[config.mk]
export PLATFORM = sky130hd
export DESIGN_NAME = pt_xlate
export DESIGN_NICKNAME = d
export VERILOG_FILES = /design/src/rtl/ptx_pkg.sv /design/src/rtl/ptx_base_reg.sv /design/src/rtl/ptx_fetch_ctl.sv /design/src/rtl/ptx_entry_eval.sv /design/src/rtl/pt_xlate.sv
export SDC_FILE = /design/constraint.sdc
export NUM_CORES = 1
export LEC_CHECK = 0
export ABC_CLOCK_PERIOD_IN_PS = 3400
export BUFFER_PORTS_ARGS = -buffer_cell sky130_fd_sc_hd__buf_2
export CAP_MARGIN = 20
export CORE_UTILIZATION = 52
export CTS_CLUSTER_SIZE = 12
export DETAILED_ROUTE_END_ITERATION = 8
export GPL_TIMING_DRIVEN = 0
export PLACE_DENSITY = 0.8
export SLEW_MARGIN = 25
export SYNTH_ARGS = -nofsm -noshare
export SYNTH_HDL_FRONTEND = slang
export SYNTH_HIERARCHICAL = 1
export SYNTH_SLANG_ARGS = --single-unit
[constraint.sdc]
create_clock -name clk -period 3.4 [get_ports clk]
set_clock_uncertainty 0.15 [all_clocks]
set_input_delay 0.68 -clock clk [delete_from_list [all_inputs] [get_ports clk]]
set_output_delay 0.68 -clock clk [all_outputs]
set_load 0.02 [all_outputs]
[src/rtl/ptx_pkg.sv]
package ptx_pkg;
  typedef enum logic [1:0] {
    XS_OK         = 2'b00,
    XS_PAGE_FAULT = 2'b01,
    XS_PROT_FAULT = 2'b10
  } xlate_status_e;

  typedef enum logic [1:0] {
    FS_IDLE,
    FS_FETCH,
    FS_HOLD
  } fetch_state_e;
endpackage

[src/rtl/ptx_base_reg.sv]
module ptx_base_reg #(
  parameter int ADDR_W = 32,
  parameter logic [ADDR_W-1:0] RESET_BASE = '0
) (
  input  logic              clk,
  input  logic              rst,
  input  logic              wr_en,
  input  logic [ADDR_W-1:0] wr_data,
  output logic [ADDR_W-1:0] base_o
);
  always_ff @(posedge clk) begin
    if (rst)        base_o <= RESET_BASE;
    else if (wr_en) base_o <= wr_data;
  end

  AST_BASE_KEEP: assert property (@(posedge clk) disable iff (rst)
    !wr_en |=> $stable(base_o));
endmodule

[src/rtl/ptx_fetch_ctl.sv]
module ptx_fetch_ctl
  import ptx_pkg::*;
#(
  parameter int ADDR_W      = 32,
  parameter int PAGE_W      = 12,
  parameter int ENTRY_SHIFT = 2
) (
  input  logic              clk,
  input  logic              rst,
  input  logic              req_valid,
  input  logic              req_write,
  input  logic [ADDR_W-1:0] req_vaddr,
  output logic              req_ready,
  input  logic [ADDR_W-1:0] table_base,
  output logic              mem_req,
  output logic [ADDR_W-1:0] mem_addr,
  input  logic              mem_rvalid,
  input  logic              rsp_fire,
  output logic              result_load,
  output logic [PAGE_W-1:0] off_q,
  output logic              write_q
);
  localparam int VPN_W = ADDR_W - PAGE_W;

  fetch_state_e      state;
  logic [VPN_W-1:0]  vpn;
  logic [ADDR_W-1:0] entry_addr;
  logic              accept;

  assign vpn         = req_vaddr[ADDR_W-1:PAGE_W];
  assign entry_addr  = table_base + (ADDR_W'(vpn) << ENTRY_SHIFT);
  assign req_ready   = (state == FS_IDLE);
  assign accept      = req_valid && req_ready;
  assign result_load = (state == FS_FETCH) && mem_rvalid;

  always_ff @(posedge clk) begin
    if (rst) begin
      state    <= FS_IDLE;
      mem_req  <= 1'b0;
      mem_addr <= '0;
      off_q    <= '0;
      write_q  <= 1'b0;
    end else begin
      mem_req <= 1'b0;
      case (state)
        FS_IDLE: begin
          if (accept) begin
            state    <= FS_FETCH;
            mem_req  <= 1'b1;
            mem_addr <= entry_addr;
            off_q    <= req_vaddr[PAGE_W-1:0];
            write_q  <= req_write;
          end
        end
        FS_FETCH: begin
          if (mem_rvalid) state <= FS_HOLD;
        end
        FS_HOLD: begin
          if (rsp_fire) state <= FS_IDLE;
        end
        default: state <= FS_IDLE;
      endcase
    end
  end

  AST_SINGLE_STROBE: assert property (@(posedge clk) disable iff (rst)
    mem_req |=> !mem_req);
  AST_STROBE_CAUSE: assert property (@(posedge clk) disable iff (rst)
    $rose(mem_req) |-> $past(req_valid && req_ready));
  AST_ADDR_HELD: assert property (@(posedge clk) disable iff (rst)
    (state == FS_FETCH && !mem_req) |-> $stable(mem_addr));
endmodule

[src/rtl/ptx_entry_eval.sv]
module ptx_entry_eval
  import ptx_pkg::*;
#(
  parameter int ADDR_W    = 32,
  parameter int PAGE_W    = 12,
  parameter int PTE_W     = 32,
  parameter int VALID_BIT = 0,
  parameter int WRITE_BIT = 1
) (
  input  logic              clk,
  input  logic              rst,
  input  logic              load,
  input  logic [PTE_W-1:0]  pte,
  input  logic [PAGE_W-1:0] off,
  input  logic              is_write,
  input  logic              rsp_ready,
  output logic              rsp_valid,
  output logic [ADDR_W-1:0] rsp_paddr,
  output logic [1:0]        rsp_status
);
  localparam int FRAME_W = ADDR_W - PAGE_W;

  logic [FRAME_W-1:0] frame;
  logic               present;
  logic               writable;
  logic               pte_unused;
  xlate_status_e      status_n;
  logic [ADDR_W-1:0]  paddr_n;

  assign frame      = pte[PTE_W-1 -: FRAME_W];
  assign present    = pte[VALID_BIT];
  assign writable   = pte[WRITE_BIT];
  assign pte_unused = ^pte;

  always_comb begin
    if (!present) begin
      status_n = XS_PAGE_FAULT;
      paddr_n  = '0;
    end else if (is_write && !writable) begin
      status_n = XS_PROT_FAULT;
      paddr_n  = '0;
    end else begin
      status_n = XS_OK;
      paddr_n  = {frame, off};
    end
  end

  always_ff @(posedge clk) begin
    if (rst) begin
      rsp_valid  <= 1'b0;
      rsp_paddr  <= '0;
      rsp_status <= XS_OK;
    end else if (load) begin
      rsp_valid  <= 1'b1;
      rsp_paddr  <= paddr_n;
      rsp_status <= status_n;
    end else if (rsp_valid && rsp_ready) begin
      rsp_valid  <= 1'b0;
    end
  end

  AST_HOLD_RESULT: assert property (@(posedge clk) disable iff (rst)
    (rsp_valid && !rsp_ready) |=> (rsp_valid && $stable(rsp_paddr) && $stable(rsp_status)));
  AST_FAULT_NO_ADDR: assert property (@(posedge clk) disable iff (rst)
    (rsp_valid && rsp_status != XS_OK) |-> (rsp_paddr == '0));
  AST_STATUS_CODE: assert property (@(posedge clk) disable iff (rst)
    rsp_valid |-> (rsp_status != 2'b11));
  AST_OFFSET_PASS: assert property (@(posedge clk) disable iff (rst)
    (rsp_valid && rsp_status == XS_OK) |-> (rsp_paddr[PAGE_W-1:0] == off));
endmodule

[src/rtl/pt_xlate.sv]
module pt_xlate #(
  parameter int ADDR_W    = 32,
  parameter int PAGE_W    = 12,
  parameter int PTE_W     = 32,
  parameter int VALID_BIT = 0,
  parameter int WRITE_BIT = 1,
  parameter logic [ADDR_W-1:0] RESET_BASE = '0
) (
  input  logic              clk,
  input  logic              rst,
  input  logic              base_we,
  input  logic [ADDR_W-1:0] base_wdata,
  input  logic              req_valid,
  output logic              req_ready,
  input  logic [ADDR_W-1:0] req_vaddr,
  input  logic              req_write,
  output logic              rsp_valid,
  input  logic              rsp_ready,
  output logic [ADDR_W-1:0] rsp_paddr,
  output logic [1:0]        rsp_status,
  output logic              mem_req,
  output logic [ADDR_W-1:0] mem_addr,
  input  logic              mem_rvalid,
  input  logic [PTE_W-1:0]  mem_rdata
);
  localparam int ENTRY_SHIFT = $clog2(PTE_W / 8);

  logic [ADDR_W-1:0] table_base;
  logic              result_load;
  logic [PAGE_W-1:0] off_q;
  logic              write_q;
  logic              rsp_fire;

  assign rsp_fire = rsp_valid && rsp_ready;

  ptx_base_reg #(.ADDR_W(ADDR_W), .RESET_BASE(RESET_BASE)) base_i (
    .clk(clk), .rst(rst), .wr_en(base_we), .wr_data(base_wdata), .base_o(table_base)
  );

  ptx_fetch_ctl #(.ADDR_W(ADDR_W), .PAGE_W(PAGE_W), .ENTRY_SHIFT(ENTRY_SHIFT)) ctl_i (
    .clk(clk), .rst(rst),
    .req_valid(req_valid), .req_write(req_write), .req_vaddr(req_vaddr), .req_ready(req_ready),
    .table_base(table_base),
    .mem_req(mem_req), .mem_addr(mem_addr), .mem_rvalid(mem_rvalid),
    .rsp_fire(rsp_fire), .result_load(result_load), .off_q(off_q), .write_q(write_q)
  );

  ptx_entry_eval #(.ADDR_W(ADDR_W), .PAGE_W(PAGE_W), .PTE_W(PTE_W),
                   .VALID_BIT(VALID_BIT), .WRITE_BIT(WRITE_BIT)) eval_i (
    .clk(clk), .rst(rst), .load(result_load), .pte(mem_rdata), .off(off_q),
    .is_write(write_q), .rsp_ready(rsp_ready),
    .rsp_valid(rsp_valid), .rsp_paddr(rsp_paddr), .rsp_status(rsp_status)
  );

  AST_ONE_IN_FLIGHT: assert property (@(posedge clk) disable iff (rst)
    (rsp_valid || mem_req) |-> !req_ready);
endmodule

==> impl_metrics.ini <==
[run_status]
status = complete, no violations

[timing]
relSlewSlack_pct = 58.8
setup_viol = 0
worstMarginPinSlew_ns = 0.616
hold_viol = 0
min_period_ns = 2.56
max_freq_mhz = 390
final_max_slew_viol_count = 0
worst_slack_ns = 0.838
finalSetupTns_ns = 0
post-route-period-util_pct = 75.3
rsz0062_at_grt = no

[setup_path]
cp.arrival_ns = 2.88
critical_path_class = reg2reg
r2r_end = ctl_i/mem_addr[22]$_SDFFE_PP0P_
r2r_start = base_i/base_o[2]$_SDFFE_PP0P_
critical_path_peak_fanout = 6
r2r_cells = 9
cpMaxStageDelayCell = a2111oi_0
cp-end-kind = flip-flop
path_cells = ha_1 > inv_1 > fa_1 > and2b_1 > o211ai_2 > a21boi_2 > o21ai_2 > a2111oi_0 > a311o_1
crit_path_start_kind = flip-flop
slowest_delay_ns = 0.43
worstPathRequired_ns = 3.72
rrSetupSlack_ns = 0.84

[worst_hold_path]
min_path_type = in2reg
min_delay_path_depth = 2
hold_end = ctl_i/state[0]$_SDFFE_PP0P_
hold_path.startpoint = mem_rvalid

[clock_network]
clockRootBuffer = clkbuf_8
cts_setup_buffers = 0
post_cts_resized = 0
clockBufferDepth = 2
cts_hold_buf = 0
htreeDepth = 4
clk_latency_ns = 0.52
cts.clk_slew.worst_paths_ns = 0.06
cts_tree = built
cts_sinks = 115
cts-buffers-inserted = 17

[die]
ios = 172
dieWidth_um = 107
die_y_um = 107
initial_core_util_pct = 53.2
dieArea_um2 = 11500
core_um2 = 10800
rows = 38

[synth]
ys_ff_latch = 115
synthSimpleGateAreaFrac_pct = 19.7
postSynthCellCount = 636
synth_edf_count = 0
muxShareOfSynthArea_pct = 5.57
synth-xor-area-share_pct = 0.762
yosys_warnings = 6
synth_fa_ha_area_share_pct = 4.70
avgSynthCellArea_um2 = 9.04
synth_top_family_by_area = compound AO/OA/AOI/OAI gates
synth_compound_area_share_pct = 23.3
ys_types = 71
synth_nets = 760
synth-main-ff-cell = dfxtp_1
syn_area_um2 = 5750
yosysSeqAreaShare_pct = 40.1
synthArstFlopShare_pct = 0

[grt]
track_usage_pct = 27.8
grt_max_degree = 18
grt_pass1_wl_mm = 25.0
antenna_found_initial = 0
grt_pass1_vias = 5275
grt_overflow_total = 0

[finish]
antenna_cells = 0
syn2layout_area_growth_pct = 27.5
drive_above_1_share_pct = 27.8
nets = 939
finalInstanceArea_um2 = 7330

[power_and_ir_drop]
vdd_drop_max_mv = 0.324
powerDensity_nw_per_um2 = 534
leakagePower_nw = 3.30
p_total_mw = 3.91

[placed_design]
dp.final_hpwl_mm = 11.8
pre_cts_ws_ns = 0.451
gp_congestion = 0.908
placed_area_um2 = 6720
portBuffers = 160

[flow_run]
max-cap-violations = 0

[route]
postRouteAntennaNets = 0
drc = 0
first_iter_violations = 393
vias_per_cell = 5.79
wirelength_mm = 15.8
firstDrtPassIters = 7
wl_per_cell_um = 16.3
num_vias = 5601
==> Yosys cell counts (2+ instances only) <==
library cell,n,area share (%)
nand4_1,10,1.1
nor2_1,59,3.9
a32o_1,33,5.7
a2111oi_0,4,0.61
a21boi_1,2,0.26
a311o_1,5,0.87
a21oi_1,52,4.5
o21a_1,3,0.39
nand2b_1,2,0.22
and2b_1,2,0.26
nand2_1,64,4.2
buf_1,3,0.20
nor2b_1,30,3.3
inv_1,12,0.78
xnor2_1,4,0.61
and2b_4,2,0.35
and2_1,7,0.76
o21ai_1,8,0.70
buf_4,3,0.39
a31oi_1,6,0.65
and3_1,12,1.3
a21o_1,11,1.4
o211ai_1,2,0.26
clkbuf_1,16,1.0
nor3_2,2,0.35
a31o_1,3,0.46
nand3_1,15,1.3
a211oi_1,7,0.91
buf_2,10,0.87
dfxtp_1,115,40
o2111a_1,2,0.39
or3_1,8,0.87
ha_1,20,4.4
mux2i_1,32,5.6
nor3_1,7,0.61
a221oi_2,2,0.52
buf_12,7,2.4
o21ai_0,21,1.8
==> state kept, by name, indices dropped and copies added, names as in the netlist <==
signal,count
ctl_i/write_q,1
ctl_i/mem_addr,32
eval_i/rsp_paddr,32
eval_i/rsp_valid,1
base_i/base_o,32
ctl_i/mem_req,1
ctl_i/state,2
ctl_i/off_q,12
eval_i/rsp_status,2
==> worst max path at each step <==
stage	start	end
finish	base_i/base_o[2]$_SDFFE_PP0P_	ctl_i/mem_addr[22]$_SDFFE_PP0P_
global route	base_i/base_o[2]$_SDFFE_PP0P_	ctl_i/mem_addr[22]$_SDFFE_PP0P_
CTS	base_i/base_o[2]$_SDFFE_PP0P_	ctl_i/mem_addr[22]$_SDFFE_PP0P_
detailed placement	req_vaddr[12]	ctl_i/mem_addr[22]$_SDFFE_PP0P_
global placement	req_vaddr[23]	ctl_i/mem_addr[27]$_SDFFE_PP0P_
floorplan	req_vaddr[12]	ctl_i/mem_addr[10]$_SDFFE_PP0P_
==> power by group <==
group | total, mW | internal [mW] | switching (mW)
combinational | 0.627 | 0.249 | 0.378
clock | 1.80 | 1.18 | 0.619
sequential | 1.48 | 1.43 | 0.0527
total | 3.91 | 2.86 | 1.05
==> layer usage <==
metal | share of wire (%) | vias to the layer above | track usage, %
met1 | 43 | 2636 | 33.1
met2 | 48 | 252 | 48.4
met4 | 1.4 | 0 | 11.6
met3 | 7.8 | 25 | 5.53
li1 | - | 2688 | -
met5 | 0 | - | 0
==> through the flow <==
stage	std cells	utilization [%]	hold slack (ns)
final	968	67.9	0.222
after floorplan	636	-	0.281
after global placement	936	62.3	0.285
after global routing	968	67.9	0.235
after CTS	968	67.9	0.200
after detailed placement	936	62.3	0.292
==> cells in the final DEF (no fill, tap or decap), types with 3 or more instances in the layout <==
master / n
inv_1: 12
a311o_1: 5
ha_1: 20
mux2i_1: 32
xnor2_1: 4
o21ai_1: 8
and2_1: 7
a211oi_1: 7
a31oi_1: 6
a21o_1: 11
o21ai_0: 21
buf_4: 3
clkbuf_16: 16
nand2_1: 64
dfxtp_1: 115
buf_12: 7
a21oi_1: 52
clkinv_2: 4
nor3_1: 7
or3_1: 8
bufinv_16: 4
nor2_1: 59
a2111oi_0: 4
nor2b_1: 30
clkinvlp_4: 4
buf_1: 3
a31o_1: 3
a32o_1: 33
and3_1: 12
buf_2: 170
o21a_1: 3
clkbuf_1: 17
nand3_1: 15
nand4_1: 10
==> layout make-up <==
cell class	instances	area, µm²
well taps	140	175
multi-input cells	469	3100
fillers	861	3460
clock buffers	18	418
clock inverters	14	188
inverters	12	45.0
repair buffers	160	801
flip-flops and latches	115	2300
plain buffers	40	295
==> critical path, delay by kind of cell (launching register included) <==
family / cells / cell delay (ns)
compound gates: 5 / 1.14
fa+ha+maj: 2 / 0.54
flops: 1 / 0.34
simple gates: 1 / 0.27
buf+inv: 1 / 0.06
==> cell families (layout without fill, tap and decap cells) <==
kind of cell    after synthesis  after routing
mux                          32             32
compound gates              182            182
xor+xnor                      5              5
simple gates                229            229
fa+ha+maj                    21             21
buf+inv                      52            244
flops                       115            115
No activity file was read; power rests on OpenSTA's default activity.
